===== src/rtl/dcmp_pkg.sv =====
package dcmp_pkg;

  localparam int unsigned ADDR_W = 3;
  localparam int unsigned NUM_CH = 2;
  localparam int unsigned CTL_W  = 3 * NUM_CH;
  localparam int unsigned MODE_W = 8;

  typedef enum logic [ADDR_W-1:0] {
    REG_CTRL = 3'd0,
    REG_MODE = 3'd1,
    REG_CMPA = 3'd2,
    REG_CMPB = 3'd3,
    REG_CAPT = 3'd4,
    REG_CNT  = 3'd5
  } reg_addr_e;

  // per-channel slice of the control register, MSB first: reset, one-shot, toggle
  typedef struct packed {
    logic rst;
    logic one;
    logic tgl;
  } ch_ctl_t;

  localparam int unsigned ONE_BIT = 1;

endpackage


===== src/rtl/dcmp_channel.sv =====
module dcmp_channel
  import dcmp_pkg::*;
#(
  parameter int unsigned CNT_W = 8
) (
  input  logic             clk,
  input  logic             rst_n,
  input  logic             cnt_en,
  input  logic [CNT_W-1:0] cnt,
  input  logic [CNT_W-1:0] cmp,
  input  ch_ctl_t          ctl,
  input  logic             rearm,
  output logic             event_o,
  output logic             match_o
);

  logic lock_q, lock_d;
  logic match_q;

  always_comb begin
    event_o = cnt_en && (cnt == cmp) && !(ctl.one && lock_q);
    lock_d  = lock_q;
    if (rearm) begin
      lock_d = 1'b0;
    end else if (event_o && ctl.one) begin
      lock_d = 1'b1;
    end
  end

  always_ff @(posedge clk or negedge rst_n) begin
    if (!rst_n) begin
      lock_q  <= 1'b0;
      match_q <= 1'b0;
    end else begin
      lock_q  <= lock_d;
      match_q <= event_o;
    end
  end

  assign match_o = match_q;

endmodule


===== src/rtl/dcmp_modulator.sv =====
module dcmp_modulator #(
  parameter int unsigned NCH = 2
) (
  input  logic           clk,
  input  logic           rst_n,
  input  logic [NCH-1:0] ev,
  input  logic [NCH-1:0] tgl_en,
  output logic           mod_o
);

  logic mod_q, mod_d;

  always_comb begin
    mod_d = mod_q;
    if (|(ev & tgl_en)) begin
      mod_d = !mod_q;
    end
  end

  always_ff @(posedge clk or negedge rst_n) begin
    if (!rst_n) begin
      mod_q <= 1'b0;
    end else begin
      mod_q <= mod_d;
    end
  end

  assign mod_o = mod_q;

endmodule


===== src/rtl/dcmp_capture.sv =====
module dcmp_capture #(
  parameter int unsigned CNT_W  = 8,
  parameter int unsigned NSRC   = 4,
  parameter int unsigned STAGES = 2,
  localparam int unsigned SEL_W = (NSRC > 1) ? $clog2(NSRC) : 1
) (
  input  logic             clk,
  input  logic             rst_n,
  input  logic [NSRC-1:0]  src,
  input  logic [SEL_W-1:0] sel,
  input  logic [CNT_W-1:0] cnt,
  input  logic             clr,
  output logic [CNT_W-1:0] cap_o,
  output logic             flag_o
);

  logic              chosen;
  logic [STAGES:0]   sync_q, sync_d;
  logic              rise;
  logic [CNT_W-1:0]  cap_q, cap_d;
  logic              flag_q, flag_d;

  always_comb begin
    chosen = src[sel];
    sync_d = {sync_q[STAGES-1:0], chosen};
    rise   = sync_q[STAGES-1] && !sync_q[STAGES];
    cap_d  = cap_q;
    flag_d = flag_q;
    if (clr) begin
      flag_d = 1'b0;
    end
    if (rise) begin
      cap_d  = cnt;
      flag_d = 1'b1;
    end
  end

  always_ff @(posedge clk or negedge rst_n) begin
    if (!rst_n) begin
      sync_q <= '0;
      cap_q  <= '0;
      flag_q <= 1'b0;
    end else begin
      sync_q <= sync_d;
      cap_q  <= cap_d;
      flag_q <= flag_d;
    end
  end

  assign cap_o  = cap_q;
  assign flag_o = flag_q;

endmodule


===== src/rtl/dcmp_timer.sv =====
module dcmp_timer
  import dcmp_pkg::*;
#(
  parameter int unsigned CNT_W = 8
) (
  input  logic              clk,
  input  logic              rst_n,
  input  logic              wr_en,
  input  logic [2:0]        wr_addr,
  input  logic [CNT_W-1:0]  wr_data,
  input  logic              rd_en,
  input  logic [2:0]        rd_addr,
  output logic [CNT_W-1:0]  rd_data,
  input  logic              cnt_en,
  input  logic [3:0]        cap_src,
  output logic              match_a,
  output logic              match_b,
  output logic              mod_out,
  output logic              cap_flag
);

  localparam int unsigned NSRC = 4;

  // reset: asserted asynchronously, released on the clock
  logic [1:0] rsync_q;
  logic       rst_ni;

  always_ff @(posedge clk or negedge rst_n) begin
    if (!rst_n) begin
      rsync_q <= 2'b00;
    end else begin
      rsync_q <= {rsync_q[0], 1'b1};
    end
  end
  assign rst_ni = rsync_q[1];

  logic [CTL_W-1:0]  ctrl_q, ctrl_d;
  logic [MODE_W-1:0] mode_q, mode_d;
  logic [CNT_W-1:0]  cmp_q [NUM_CH];
  logic [CNT_W-1:0]  cmp_d [NUM_CH];
  logic [CNT_W-1:0]  cnt_q, cnt_d;
  logic [NUM_CH-1:0] ev, rst_en, tgl_en, rearm, match_v;
  logic [CNT_W-1:0]  cap_val;
  logic              cap_clr;

  // per-channel compare logic
  for (genvar ch = 0; ch < NUM_CH; ch++) begin : g_ch
    ch_ctl_t ctl;
    logic    wr_cmp;
    logic    one_rise;

    assign ctl      = ch_ctl_t'(ctrl_q[3*ch +: 3]);
    assign wr_cmp   = wr_en && (wr_addr == 3'(int'(REG_CMPA) + ch));
    assign one_rise = wr_en && (wr_addr == REG_CTRL)
                      && wr_data[3*ch + ONE_BIT] && !ctrl_q[3*ch + ONE_BIT];
    assign rearm[ch]  = wr_cmp || one_rise;
    assign rst_en[ch] = ctl.rst;
    assign tgl_en[ch] = ctl.tgl;

    always_comb begin
      cmp_d[ch] = cmp_q[ch];
      if (wr_cmp) begin
        cmp_d[ch] = wr_data;
      end
    end

    always_ff @(posedge clk or negedge rst_ni) begin
      if (!rst_ni) begin
        cmp_q[ch] <= '0;
      end else begin
        cmp_q[ch] <= cmp_d[ch];
      end
    end

    dcmp_channel #(.CNT_W(CNT_W)) chan_i (
      .clk     (clk),
      .rst_n   (rst_ni),
      .cnt_en  (cnt_en),
      .cnt     (cnt_q),
      .cmp     (cmp_q[ch]),
      .ctl     (ctl),
      .rearm   (rearm[ch]),
      .event_o (ev[ch]),
      .match_o (match_v[ch])
    );
  end

  // control, mode and counter next state
  always_comb begin
    ctrl_d = ctrl_q;
    mode_d = mode_q;
    if (wr_en && (wr_addr == REG_CTRL)) begin
      ctrl_d = wr_data[CTL_W-1:0];
    end
    if (wr_en && (wr_addr == REG_MODE)) begin
      mode_d = wr_data[MODE_W-1:0];
    end
    cnt_d = cnt_q;
    if (cnt_en) begin
      if (|(ev & rst_en)) begin
        cnt_d = '0;
      end else begin
        cnt_d = cnt_q + 1'b1;
      end
    end
  end

  always_ff @(posedge clk or negedge rst_ni) begin
    if (!rst_ni) begin
      ctrl_q <= '0;
      mode_q <= '0;
      cnt_q  <= '0;
    end else begin
      ctrl_q <= ctrl_d;
      mode_q <= mode_d;
      cnt_q  <= cnt_d;
    end
  end

  dcmp_modulator #(.NCH(NUM_CH)) mod_i (
    .clk    (clk),
    .rst_n  (rst_ni),
    .ev     (ev),
    .tgl_en (tgl_en),
    .mod_o  (mod_out)
  );

  assign cap_clr = rd_en && (rd_addr == REG_CAPT);

  dcmp_capture #(.CNT_W(CNT_W), .NSRC(NSRC), .STAGES(2)) cap_i (
    .clk    (clk),
    .rst_n  (rst_ni),
    .src    (cap_src),
    .sel    (mode_q[7:6]),
    .cnt    (cnt_q),
    .clr    (cap_clr),
    .cap_o  (cap_val),
    .flag_o (cap_flag)
  );

  // read mux
  always_comb begin
    rd_data = '0;
    case (rd_addr)
      REG_CTRL: rd_data[CTL_W-1:0]  = ctrl_q;
      REG_MODE: rd_data[MODE_W-1:0] = mode_q;
      REG_CMPA: rd_data = cmp_q[0];
      REG_CMPB: rd_data = cmp_q[1];
      REG_CAPT: rd_data = cap_val;
      REG_CNT:  rd_data = cnt_q;
      default:  rd_data = '0;
    endcase
  end

  assign match_a = match_v[0];
  assign match_b = match_v[1];

endmodule


===== config.mk =====
export PLATFORM = sky130hd
export DESIGN_NAME = dcmp_timer
export DESIGN_NICKNAME = d
export VERILOG_FILES = /design/src/rtl/dcmp_pkg.sv /design/src/rtl/dcmp_channel.sv /design/src/rtl/dcmp_modulator.sv /design/src/rtl/dcmp_capture.sv /design/src/rtl/dcmp_timer.sv
export SDC_FILE = /design/constraint.sdc
export NUM_CORES = 1
export LEC_CHECK = 0
export ABC_AREA = 1
export BUFFER_PORTS_ARGS = -buffer_cell sky130_fd_sc_hd__buf_2
export CAP_MARGIN = 20
export CELL_PAD_IN_SITES_DETAIL_PLACEMENT = 0
export CELL_PAD_IN_SITES_GLOBAL_PLACEMENT = 1
export CORE_MARGIN = 2
export CORE_UTILIZATION = 38
export CTS_CLUSTER_DIAMETER = 80
export DETAILED_ROUTE_END_ITERATION = 7
export MAX_ROUTING_LAYER = met4
export PLACE_DENSITY = 0.7
export SYNTH_ARGS = -nofsm -noshare
export SYNTH_HDL_FRONTEND = slang
export SYNTH_SLANG_ARGS = --single-unit

===== constraint.sdc =====
create_clock -name clk -period 5.6 [get_ports clk]
set_clock_uncertainty 0.15 [all_clocks]
set_input_delay 1.4 -clock clk [delete_from_list [all_inputs] [get_ports clk]]
set_output_delay 1.4 -clock clk [all_outputs]
set_load 0.02 [all_outputs]

==> metrics.txt <==
Clock Path Buffers 2; Critical Path Slowest Stage Cell inv_1; Top Metal Used met4; P per Cell Area 416 nW/µm²; CP max stage delay 0.22 ns; post-synthesis sequential area ratio 0.494; GP Congestion 0.817; num rows 31; critical path arrival 2.55 ns; Initial Util 0.396; Data required, critical path 4.05 ns; buffers and inverters on the worst path 3; Avg Inst Size Synth 8.37 µm²; CTS tree built; share of cells above drive strength 1 0.223; crit-path cells buf_2 > nor2_1 > nand2_1 > inv_1 > nand2_1 > o21ai_0 > a21oi_1 > o211ai_1 > buf_2; Worst-Skew Late Latency 0.34 ns; IO Pins 35; Vias 2346; HP Class reg2reg; first-pass GRT wire length 12100 µm; drt first-iter violations 92; status finished clean; Synth cell types 34; min Tclk post-route 4.10 ns; placed instance area 3170 µm²; Achievable Freq 244 MHz; Total GRT Usage 0.195; leading cell type in the layout, fill and taps excluded nand2_1; wire length on met2 3120 µm; number of CTS-inserted buffers 9; CP top delay family buffers and inverters; actual slew at the worst max-slew pin 0.707 ns; crit end category output pin; largest net degree at the start of global routing 56; hpwl dp 5250 µm; yosys warns 0; Finish-stage setup viols 0; CTS clk-pin slew, worst paths 0.07 ns; die area 8320 µm²; WL final 7040 µm; Worst Path Max Fanout 8; Die X 91.2 µm; Leakage 0.00169 µW; Synth Instances 345; H-tree levels 3; # Max-Cap Violations 0; # resized after CTS 0; drt pass-1 iters 4; RSZ-0062 raised after global routing no; Setup CP Type in2out; Design Power 1400 µW; M1 WL 3600 µm; # diodes 0; met3 wire len 239 µm; number of global-route vias before repair 2299; CP startpoint kind primary input; final instance area 3360 µm²; dpl ws 1.51 ns; max_slew headroom 0.529; final worst slack 1.50 ns; port bufs 34; Net count, final 410; setup_tns 0 ns; initial antenna violation count 0; core region area 7290 µm²; drt drc 0; drt wl/cell 14.4 µm; most frequent cells in the layout nand2_1 (106), dfrtp_1 (56), o21ai_0 (45); DR vias/cell 4.79; fin. max-slew vios 0; maximum VDD drop 140 µV; total grt overflow 0; post-synthesis register bit count 57; period utilization 0.732; antenna-violating nets left 0; area delta synth->final 16.3%; clock root buffer clkbuf_8; Layout fillers 780; Post-CTS Setup Inserts 0; final hold vios 0; Die Y 91.2 µm; clock sinks 57; Syn Nets 369; Cell Area, Synth 2890 µm²; cts hold-fix bufs 0
## power by group
group	total, µW	internal, µW	switching [µW]	leakage [µW]
logic	389	152	237	0.000894
registers	637	517	120	0.000700
clock network	371	203	168	0.0000920
## flip-flops by register name, indices dropped and copies added, names as in the netlist, 2 cells and up
signal,cells
cmp_q,16
cap_i.cap_o,8
cnt_q,8
mode_q,8
ctrl_q,6
cap_i.sync_q,3
g_ch.chan_i.lock_q,2
g_ch.chan_i.match_o,2
rsync_q,2
## area by class of cell
type	instances	area [µm²]	share of cell area
Multi-Input combinational cell	241	1280	0.382
Tap cell	99	124	0.0369
Timing Repair Buffer	35	178	0.0529
Clock inverter	6	60.1	0.0179
Inverter	42	158	0.0469
Clock buffer	10	128	0.0380
Sequential cell	57	1430	0.425
## Yosys cell counts, drive strengths merged
master   number  share of area
a21oi        10          0.019
nand3        16          0.040
xnor2         8          0.027
dfrtp        57           0.49
clkbuf        4         0.0052
nor2         23          0.049
a32oi         1         0.0030
nand4         3         0.0065
o2111ai       1         0.0030
xor2          4          0.012
or2           1         0.0022
inv          42          0.055
o211ai        2         0.0052
a22oi         6          0.016
ha            1         0.0043
o21ai        46          0.080
o2bb2ai       1         0.0030
nand3b        1         0.0026
buf           1         0.0017
conb          1         0.0013
nand2       112           0.15
nor3          4          0.018
## metrics by stage
step | instances | util | hold WS [ns]
finish | 490 | 0.461 | 0.192
global route | 490 | 0.461 | 0.200
CTS | 490 | 0.461 | 0.194
detailed placement | 474 | 0.435 | 0.188
global placement | 474 | 0.435 | 0.182
floorplan | 345 | - | 0.181
## worst paths after layout
path | slack [ns] | startpoint | depth (start not counted) | end
setup / recovery | 1.50 | rd_addr[1] | 9 | rd_data[1]
hold / removal | 0.19 | cap_i.sync_q[0] | 0 | cap_i.sync_q[1]
setup reg to reg | 3.92 | cnt_q[0] | 6 | cnt_q[6]
hold reg to reg | 0.19 | cap_i.sync_q[0] | 0 | cap_i.sync_q[1]
max in group asynchronous | 4.52 | rst_n | 1 | rsync_q[1]
min in group asynchronous | 0.25 | rsync_q[1] | 1 | mode_q[7]
## worst reg2reg max path, cell delays in order (launching register included)
cell,delay (ns)
dfrtp_1,0.49
ha_1,0.22
nand4_1,0.12
or2_1,0.26
nor2_1,0.12
xor2_1,0.18
nor2_2,0.04
## layer usage
layer  track usage  up-vias
li1              -     1191
met1         0.271     1110
met2         0.280       38
met3        0.0423        7
met4        0.0707        0
met5             -        -
## kinds of logic (layout without fill, tap and decap cells)
family	Yosys count	in the layout	synth area share
other	1	1	0.00130
buffers and inverters	47	93	0.0615
AO/OA/AOI/OAI	67	67	0.128
flip-flops	57	57	0.494
adder cells (fa/ha/maj)	1	1	0.00433
XOR/XNOR	12	12	0.0390
AND/OR/NAND/NOR	160	160	0.272
No activity file was read; power rests on OpenSTA's default activity.
